<file path="config.mk">
export PLATFORM = sky130hd
export DESIGN_NAME = twi_reg16_slave
export DESIGN_NICKNAME = d
export VERILOG_FILES = /design/src/rtl/twi_pkg.sv /design/src/rtl/twi_line_sync.sv /design/src/rtl/twi_cond_detect.sv /design/src/rtl/twi_slave_fsm.sv /design/src/rtl/twi_reg16_slave.sv
export SDC_FILE = /design/constraint.sdc
export NUM_CORES = 1
export LEC_CHECK = 0
export ABC_AREA = 1
export CORE_UTILIZATION = 50
export DETAILED_ROUTE_END_ITERATION = 12
export PLACE_DENSITY = 0.76
export REMOVE_ABC_BUFFERS = 1
export SYNTH_ARGS = -nofsm -noshare
export SYNTH_HDL_FRONTEND = slang
export SYNTH_SLANG_ARGS = --single-unit
</file>
<file path="constraint.sdc">
create_clock -name clk -period 3.4 [get_ports clk]
set_clock_uncertainty 0.2 [all_clocks]
set_input_delay 0.68 -clock clk [delete_from_list [all_inputs] [get_ports clk]]
set_output_delay 0.68 -clock clk [all_outputs]
set_load 0.03 [all_outputs]
</file>
<file path="src/rtl/twi_pkg.sv">
package twi_pkg;
  localparam int WORD_W = 16;
  localparam int BYTE_W = 8;

  typedef enum logic [2:0] {
    ST_IDLE,
    ST_RX,
    ST_RX_ACK,
    ST_TX,
    ST_TX_ACK
  } twi_state_e;

  typedef enum logic [1:0] {
    PH_DEV,
    PH_REG,
    PH_HI,
    PH_LO
  } twi_phase_e;
endpackage

</file>
<file path="src/rtl/twi_line_sync.sv">
module twi_line_sync #(
  parameter int   STAGES  = 2,
  parameter logic RST_VAL = 1'b1
) (
  input  logic clk,
  input  logic rst_n,
  input  logic d_i,
  output logic q_o
);
  logic [STAGES-1:0] chain_q;

  always_ff @(posedge clk or negedge rst_n) begin
    if (!rst_n) chain_q <= {STAGES{RST_VAL}};
    else        chain_q <= {chain_q[STAGES-2:0], d_i};
  end

  assign q_o = chain_q[STAGES-1];
endmodule

</file>
<file path="src/rtl/twi_cond_detect.sv">
module twi_cond_detect (
  input  logic clk,
  input  logic rst_n,
  input  logic scl_s,
  input  logic sda_s,
  output logic scl_rise,
  output logic scl_fall,
  output logic bus_start,
  output logic bus_stop
);
  logic scl_q, sda_q;

  always_ff @(posedge clk or negedge rst_n) begin
    if (!rst_n) begin
      scl_q <= 1'b1;
      sda_q <= 1'b1;
    end else begin
      scl_q <= scl_s;
      sda_q <= sda_s;
    end
  end

  assign scl_rise  = scl_s & ~scl_q;
  assign scl_fall  = ~scl_s & scl_q;
  assign bus_start = scl_s & scl_q & sda_q & ~sda_s;
  assign bus_stop  = scl_s & scl_q & ~sda_q & sda_s;
endmodule

</file>
<file path="src/rtl/twi_slave_fsm.sv">
module twi_slave_fsm
  import twi_pkg::*;
#(
  parameter logic [6:0] DEV_ADDR = 7'h5D,
  parameter int         REG_AW   = 8
) (
  input  logic              clk,
  input  logic              rst_n,
  input  logic              scl_s,
  input  logic              sda_s,
  input  logic              scl_rise,
  input  logic              scl_fall,
  input  logic              bus_start,
  input  logic              bus_stop,
  output logic              sda_oe,
  output logic              wr_en,
  output logic [REG_AW-1:0] wr_addr,
  output logic [WORD_W-1:0] wr_data,
  output logic [REG_AW-1:0] rd_addr,
  input  logic [WORD_W-1:0] rd_data
);
  localparam int LAST_BIT = BYTE_W - 1;

  twi_state_e state_q, state_d;
  twi_phase_e phase_q, phase_d;
  logic [2:0]        cnt_q, cnt_d;
  logic [BYTE_W-1:0] sh_q, sh_d, hi_q, hi_d;
  logic [WORD_W-1:0] word_q, word_d;
  logic [REG_AW-1:0] ptr_q, ptr_d, wa_q, wa_d;
  logic [WORD_W-1:0] wd_q, wd_d;
  logic              end_q, end_d, ack_q, ack_d, rdm_q, rdm_d, mack_q, mack_d;
  logic              oe_q, oe_d, we_q, we_d;
  logic [BYTE_W-1:0] rx_byte;

  assign rx_byte = {sh_q[BYTE_W-2:0], sda_s};

  always_comb begin
    state_d = state_q; phase_d = phase_q; cnt_d = cnt_q; sh_d = sh_q;
    hi_d = hi_q; word_d = word_q; ptr_d = ptr_q; wa_d = wa_q; wd_d = wd_q;
    end_d = end_q; ack_d = ack_q; rdm_d = rdm_q; mack_d = mack_q;
    oe_d = oe_q; we_d = 1'b0;
    if (bus_start) begin
      state_d = ST_RX; phase_d = PH_DEV; cnt_d = '0; end_d = 1'b0; oe_d = 1'b0;
    end else if (bus_stop) begin
      state_d = ST_IDLE; end_d = 1'b0; oe_d = 1'b0;
    end else begin
      unique case (state_q)
        ST_RX: begin
          if (scl_rise) begin
            sh_d  = rx_byte;
            cnt_d = cnt_q + 3'd1;
            if (cnt_q == 3'(LAST_BIT)) begin
              end_d = 1'b1;
              ack_d = 1'b1;
              unique case (phase_q)
                PH_DEV: begin
                  ack_d   = (rx_byte[7:1] == DEV_ADDR);
                  rdm_d   = rx_byte[0];
                  phase_d = rx_byte[0] ? PH_HI : PH_REG;
                end
                PH_REG: begin
                  ptr_d   = REG_AW'(rx_byte);
                  phase_d = PH_HI;
                end
                PH_HI: begin
                  hi_d    = rx_byte;
                  phase_d = PH_LO;
                end
                PH_LO: begin
                  we_d    = 1'b1;
                  wa_d    = ptr_q;
                  wd_d    = {hi_q, rx_byte};
                  ptr_d   = ptr_q + 1'b1;
                  phase_d = PH_HI;
                end
                default: ;
              endcase
            end
          end else if (scl_fall && end_q) begin
            end_d = 1'b0;
            if (ack_q) begin
              state_d = ST_RX_ACK; oe_d = 1'b1;
            end else begin
              state_d = ST_IDLE;
            end
          end
        end
        ST_RX_ACK: begin
          if (scl_fall) begin
            cnt_d = '0;
            if (rdm_q) begin
              state_d = ST_TX;
              word_d  = rd_data;
              sh_d    = rd_data[WORD_W-1 -: BYTE_W];
              oe_d    = ~rd_data[WORD_W-1];
            end else begin
              state_d = ST_RX; oe_d = 1'b0;
            end
          end
        end
        ST_TX: begin
          if (scl_rise) begin
            cnt_d = cnt_q + 3'd1;
            if (cnt_q == 3'(LAST_BIT)) begin
              end_d = 1'b1;
              if (phase_q == PH_LO) ptr_d = ptr_q + 1'b1;
              phase_d = (phase_q == PH_HI) ? PH_LO : PH_HI;
            end
          end else if (scl_fall) begin
            if (end_q) begin
              end_d = 1'b0; oe_d = 1'b0; mack_d = 1'b0; state_d = ST_TX_ACK;
            end else begin
              sh_d = {sh_q[BYTE_W-2:0], 1'b0};
              oe_d = ~sh_q[BYTE_W-2];
            end
          end
        end
        ST_TX_ACK: begin
          if (scl_rise) begin
            if (sda_s) state_d = ST_IDLE;
            else       mack_d  = 1'b1;
          end else if (scl_fall && mack_q) begin
            state_d = ST_TX; cnt_d = '0;
            if (phase_q == PH_HI) begin
              word_d = rd_data;
              sh_d   = rd_data[WORD_W-1 -: BYTE_W];
              oe_d   = ~rd_data[WORD_W-1];
            end else begin
              sh_d = word_q[BYTE_W-1:0];
              oe_d = ~word_q[BYTE_W-1];
            end
          end
        end
        default: ;
      endcase
    end
  end

  always_ff @(posedge clk or negedge rst_n) begin
    if (!rst_n) begin
      state_q <= ST_IDLE; phase_q <= PH_DEV; cnt_q <= '0; sh_q <= '0;
      hi_q <= '0; word_q <= '0; ptr_q <= '0; wa_q <= '0; wd_q <= '0;
      end_q <= 1'b0; ack_q <= 1'b0; rdm_q <= 1'b0; mack_q <= 1'b0;
      oe_q <= 1'b0; we_q <= 1'b0;
    end else begin
      state_q <= state_d; phase_q <= phase_d; cnt_q <= cnt_d; sh_q <= sh_d;
      hi_q <= hi_d; word_q <= word_d; ptr_q <= ptr_d; wa_q <= wa_d; wd_q <= wd_d;
      end_q <= end_d; ack_q <= ack_d; rdm_q <= rdm_d; mack_q <= mack_d;
      oe_q <= oe_d; we_q <= we_d;
    end
  end

  assign sda_oe  = oe_q;
  assign wr_en   = we_q;
  assign wr_addr = wa_q;
  assign wr_data = wd_q;
  assign rd_addr = ptr_q;

  // a write strobe is always the result of a clock rise seen one cycle before
  a_r4_write_after_rise: assert property (@(posedge clk) disable iff (!rst_n)
    wr_en |-> $past(scl_rise));
  // the pointer has already moved past the word being written
  a_r6_ptr_advanced: assert property (@(posedge clk) disable iff (!rst_n)
    wr_en |-> (rd_addr == REG_AW'(wr_addr + 1'b1)));
  // when parked, the data line is never pulled
  a_r9_idle_released: assert property (@(posedge clk) disable iff (!rst_n)
    (state_q == ST_IDLE) |-> !sda_oe);
  // the drive on the data line only changes while the clock is low
  a_r2_oe_moves_low: assert property (@(posedge clk) disable iff (!rst_n)
    !$stable(sda_oe) |-> !scl_s);
  // an unacknowledged byte never leads into an acknowledge slot
  a_r3_no_ack_on_reject: assert property (@(posedge clk) disable iff (!rst_n)
    (state_q == ST_RX && end_q && !ack_q) |=> (state_q != ST_RX_ACK));
endmodule

</file>
<file path="src/rtl/twi_reg16_slave.sv">
module twi_reg16_slave #(
  parameter logic [6:0] DEV_ADDR    = 7'h5D,
  parameter int         REG_AW      = 8,
  parameter int         SYNC_STAGES = 2
) (
  input  logic              clk,
  input  logic              rst_n,
  input  logic              scl_i,
  input  logic              sda_i,
  output logic              sda_oe,
  output logic              reg_wr_en,
  output logic [REG_AW-1:0] reg_wr_addr,
  output logic [15:0]       reg_wr_data,
  output logic [REG_AW-1:0] reg_rd_addr,
  input  logic [15:0]       reg_rd_data
);
  logic scl_s, sda_s, scl_rise, scl_fall, bus_start, bus_stop;

  twi_line_sync #(.STAGES(SYNC_STAGES), .RST_VAL(1'b1)) u_scl_sync (
    .clk(clk), .rst_n(rst_n), .d_i(scl_i), .q_o(scl_s));
  twi_line_sync #(.STAGES(SYNC_STAGES), .RST_VAL(1'b1)) u_sda_sync (
    .clk(clk), .rst_n(rst_n), .d_i(sda_i), .q_o(sda_s));

  twi_cond_detect u_cond (
    .clk(clk), .rst_n(rst_n), .scl_s(scl_s), .sda_s(sda_s),
    .scl_rise(scl_rise), .scl_fall(scl_fall),
    .bus_start(bus_start), .bus_stop(bus_stop));

  twi_slave_fsm #(.DEV_ADDR(DEV_ADDR), .REG_AW(REG_AW)) u_fsm (
    .clk(clk), .rst_n(rst_n), .scl_s(scl_s), .sda_s(sda_s),
    .scl_rise(scl_rise), .scl_fall(scl_fall),
    .bus_start(bus_start), .bus_stop(bus_stop),
    .sda_oe(sda_oe), .wr_en(reg_wr_en), .wr_addr(reg_wr_addr),
    .wr_data(reg_wr_data), .rd_addr(reg_rd_addr), .rd_data(reg_rd_data));

  // no drive and no write strobe right out of reset
  a_r1_quiet_after_reset: assert property (@(posedge clk)
    $rose(rst_n) |-> (!sda_oe && !reg_wr_en));
endmodule

</file>
==> flow_summary.toml <==
[setup_path]
r2r_end = "u_fsm.wr_addr[0]$_DFFE_PN0P_"
crit_fanout = 19
cpPeakStageDelay_ns = 0.58
arrival_ns = 2.47
crit-reg2reg-launch = "u_sda_sync.chain_q[1]$_DFF_PN1_"
crit_path_cell_trace = "inv_1 -> nand3_2 -> nand2_2 -> inv_2 -> nand2_4 -> nor2_4 -> nand4_4 -> buf_4 -> nand2_1 -> o21ai_1"
required_ns = 3.44
cp.depth = 10
path_class = "flop to flop"
crit_path_start_kind = "flop"
cp-end-kind = "flop"
ff2ff_path_depth = 10
crit_slowest_cell = "dfstp_2"
reg2reg_slack_ns = 0.97
critPathTopFamily = "simple AND/OR/NAND/NOR gates"
path_buf_inv = 3

[logic_synthesis]
ys.flop_type = "dfrtp_1"
synth-simple-area-share = 0.2969
synth-compound-area-share = 0.1162
synth_edf_count = 0
synth_cell_types = 38
synth_top_family_by_area = "simple AND/OR/NAND/NOR gates"
postSynthAreaPerCell_sq_um = 8.258
synth-xor-area-share = 0.009064
yosys.area_share.adder = 0.01942
syn_area_sq_um = 3865
yosys.area.top_type = "dfrtp_1"
synth.area.mux_share = 0
postSynthCellCount = 468
seq_area_frac_synth = 0.4875
synth-seq-cells = 75
synth_area_leaders = "dfrtp_1 45%, nand2_1 15%, nand3_1 5.2%"
synth_warnings = 0
yosysTopAreaCellShare = 0.4467
synthArstFlopShare = 1.000

[clocking]
cts_max_level = 3
ctsResizeCount = 0
cts_root_buf = "clkbuf_8"
insertion_delay_ns = 0.36
cts_tree = "built"
clock-sinks = 75
post-cts-setup-buffers = 0
holdBufCountCts = 0
cts_buffers = 9
clock_path_buffers = 2
clk_pin_slew_ns = 0.08

[die]
die-area_sq_um = 8086
io_pins = 54
start_util = 0.5244
core-area_sq_um = 7370
die-height_um = 89.92
rows = 31
chipWidth_um = 89.92

[power]
p_comb_frac = 0.181
cellLeakagePower_nw = 2.267
p_sw_uw = 687.0
p_int_mw = 1.436
ir_drop_v = 0.0002348
clockPowerShare = 0.341
swShare = 0.3237
power_frac_seq = 0.478
p_per_area_nw_per_um2 = 456.9

[timing]
relSlewSlack = 0.3877
fin_crit_ns = 2.431
drv_slew = 0
worst_slew_pin_slew_ns = 0.9184
rsz0062_at_grt = "no"
clock.fmax_mhz = 411.3
period_share = 0.7151
setup_viol = 0
fin_setup_tns_ns = 0
hold_violations = 0

[min_path]
holdCritStartpoint = "u_scl_sync.chain_q[0]$_DFF_PN1_"
min_to = "u_scl_sync.chain_q[1]$_DFF_PN1_"
hold_class = "flop to flop"
holdPathStages = 0

[final_layout]
fillers = 644
layout.cells.non_filler = 626
post-route-util = 0.6304
layout.nets = 548
syn_to_final_growth_pct = 20.20
diodes = 0
drive_gt1_frac = 0.1176

[drt]
routed_wl_um = 8823
drt_iter0_drc = 168
drc = 0
via_per_inst = 5.262
post_drt_wl_per_cell_um = 14.09
drtAntennaViolNets = 0
vias = 3294
drt-pass1-iter-count = 4

[global_route]
gr-usage-all-layers = 0.2362
grt_pass1_vias = 3037
grt_overflow = 0
grt_max_degree = 76
antenna_found_initial = 0
grt_pass1_wl_um = 14970

[placement]
port_buffers = 53
place_congestion = 0.9321
hpwl_um = 6435
placed_cells = 610

[flow_run]
drv_cap = 0

[run_status]
status = "finished clean"
## placed cells by master (no fill, tap or decap), types with 6 or more instances in the layout
cell,n
clkbuf_8,9
clkdlybuf4s50_1,52
dfrtp_1,69
dfstp_2,6
ha_1,6
inv_1,42
inv_2,7
nand2_1,150
nand3_1,40
nor2_1,25
o211ai_1,6
o21ai_0,24
o21ai_1,26
o21ai_2,7
## power groups by stage
stage / Sequential (mW) / Clock, mW / Combinational [mW]
2_1_floorplan: 1.03 / 0 / 0.243
4_1_cts: 1.02 / 0.741 / 0.387
3_5_place_dp: 1.03 / 0 / 0.384
6_report: 1.01 / 0.724 / 0.384
5_1_grt: 1.03 / 0.775 / 0.435
3_3_place_gp: 1.03 / 0 / 0.383
## state kept, by name, summed over array words and instances (netlist names)
register            count
u_fsm.wr_data          16
u_fsm.wr_en             1
u_fsm.ack_q             1
u_sda_sync.chain_q      2
u_fsm.word_q            8
u_fsm.sda_oe            1
u_cond.sda_q            1
u_fsm.state_q           3
u_fsm.wr_addr           8
u_fsm.rdm_q             1
u_scl_sync.chain_q      2
u_cond.scl_q            1
u_fsm.sh_q              7
u_fsm.cnt_q             3
u_fsm.end_q             1
u_fsm.phase_q           2
u_fsm.hi_q              8
u_fsm.mack_q            1
u_fsm.rd_addr           8
## layer usage
metal  share of wire  vias to the layer above  track usage
li1                -                     1626            -
met1            0.46                     1554       0.3294
met2            0.47                       97       0.3654
met3           0.050                       17      0.04738
met4           0.022                        0      0.09140
met5               0                        -            0
## cells in the mapped netlist, types with 2 or more instances
cell type  instances
o211ai_1           6
dfstp_2            6
nand2_1          150
nand2_2            4
nand4_1            5
o21ai_2            7
nor3_4             2
inv_1             42
buf_6              3
nor2_1            25
dfrtp_1           69
nand3_2            4
inv_2              7
nor2_4             2
nor2_2             3
nand3_1           40
o21ai_1           26
o21bai_1           3
nand4_4            2
xor2_1             4
buf_2              6
nor3_1             5
o21ai_0           24
nand2_4            2
ha_1               6
a21oi_1            3
## layout make-up
| cell class | count | area, sq um | area share |
|---|---|---|---|
| Timing Repair Buffer | 54 | 535.5 | 0.1153 |
| Multi-Input combinational cell | 332 | 1707 | 0.3674 |
| Clock inverter | 7 | 82.58 | 0.01778 |
| Tap cell | 99 | 123.9 | 0.02666 |
| Inverter | 50 | 188.9 | 0.04067 |
| Clock buffer | 9 | 123.9 | 0.02666 |
| Sequential cell | 75 | 1884 | 0.4056 |
## stage by stage
step | total power [mW] | area, sq um | worst slack [ns] | hold slack (ns)
floorplan | 1.270 | 3780 | 1.224 | 0.1452
global placement | 1.413 | 4439 | 1.067 | 0.1467
detailed placement | 1.416 | 4439 | 0.9848 | 0.1476
CTS | 2.144 | 4646 | 0.9679 | 0.1591
global route | 2.236 | 4646 | 0.7758 | 0.1617
finish | 2.123 | 4646 | 0.9688 | 0.1563
## cells by family after synthesis
logic type / after synthesis
flip-flops: 75
AND/OR/NAND/NOR: 247
buffers and inverters: 61
adder cells (fa/ha/maj): 6
AO/OA/AOI/OAI: 75
XOR/XNOR: 4
## worst max-delay path by stage
stage                                                from                            to  slack [ns]
after floorplan           u_sda_sync.chain_q[1]$_DFF_PN1_  u_fsm.wr_addr[2]$_DFFE_PN0P_        1.22
after global placement    u_sda_sync.chain_q[1]$_DFF_PN1_  u_fsm.wr_data[2]$_DFFE_PN0P_        1.07
after detailed placement  u_sda_sync.chain_q[1]$_DFF_PN1_  u_fsm.wr_data[2]$_DFFE_PN0P_        0.98
after CTS                    u_fsm.rd_addr[2]$_DFFE_PN0P_                reg_rd_addr[2]        0.97
after global routing      u_sda_sync.chain_q[1]$_DFF_PN1_  u_fsm.wr_data[1]$_DFFE_PN0P_        0.78
final                     u_sda_sync.chain_q[1]$_DFF_PN1_  u_fsm.wr_addr[0]$_DFFE_PN0P_        0.97
(Power assumes the default switching activity.)
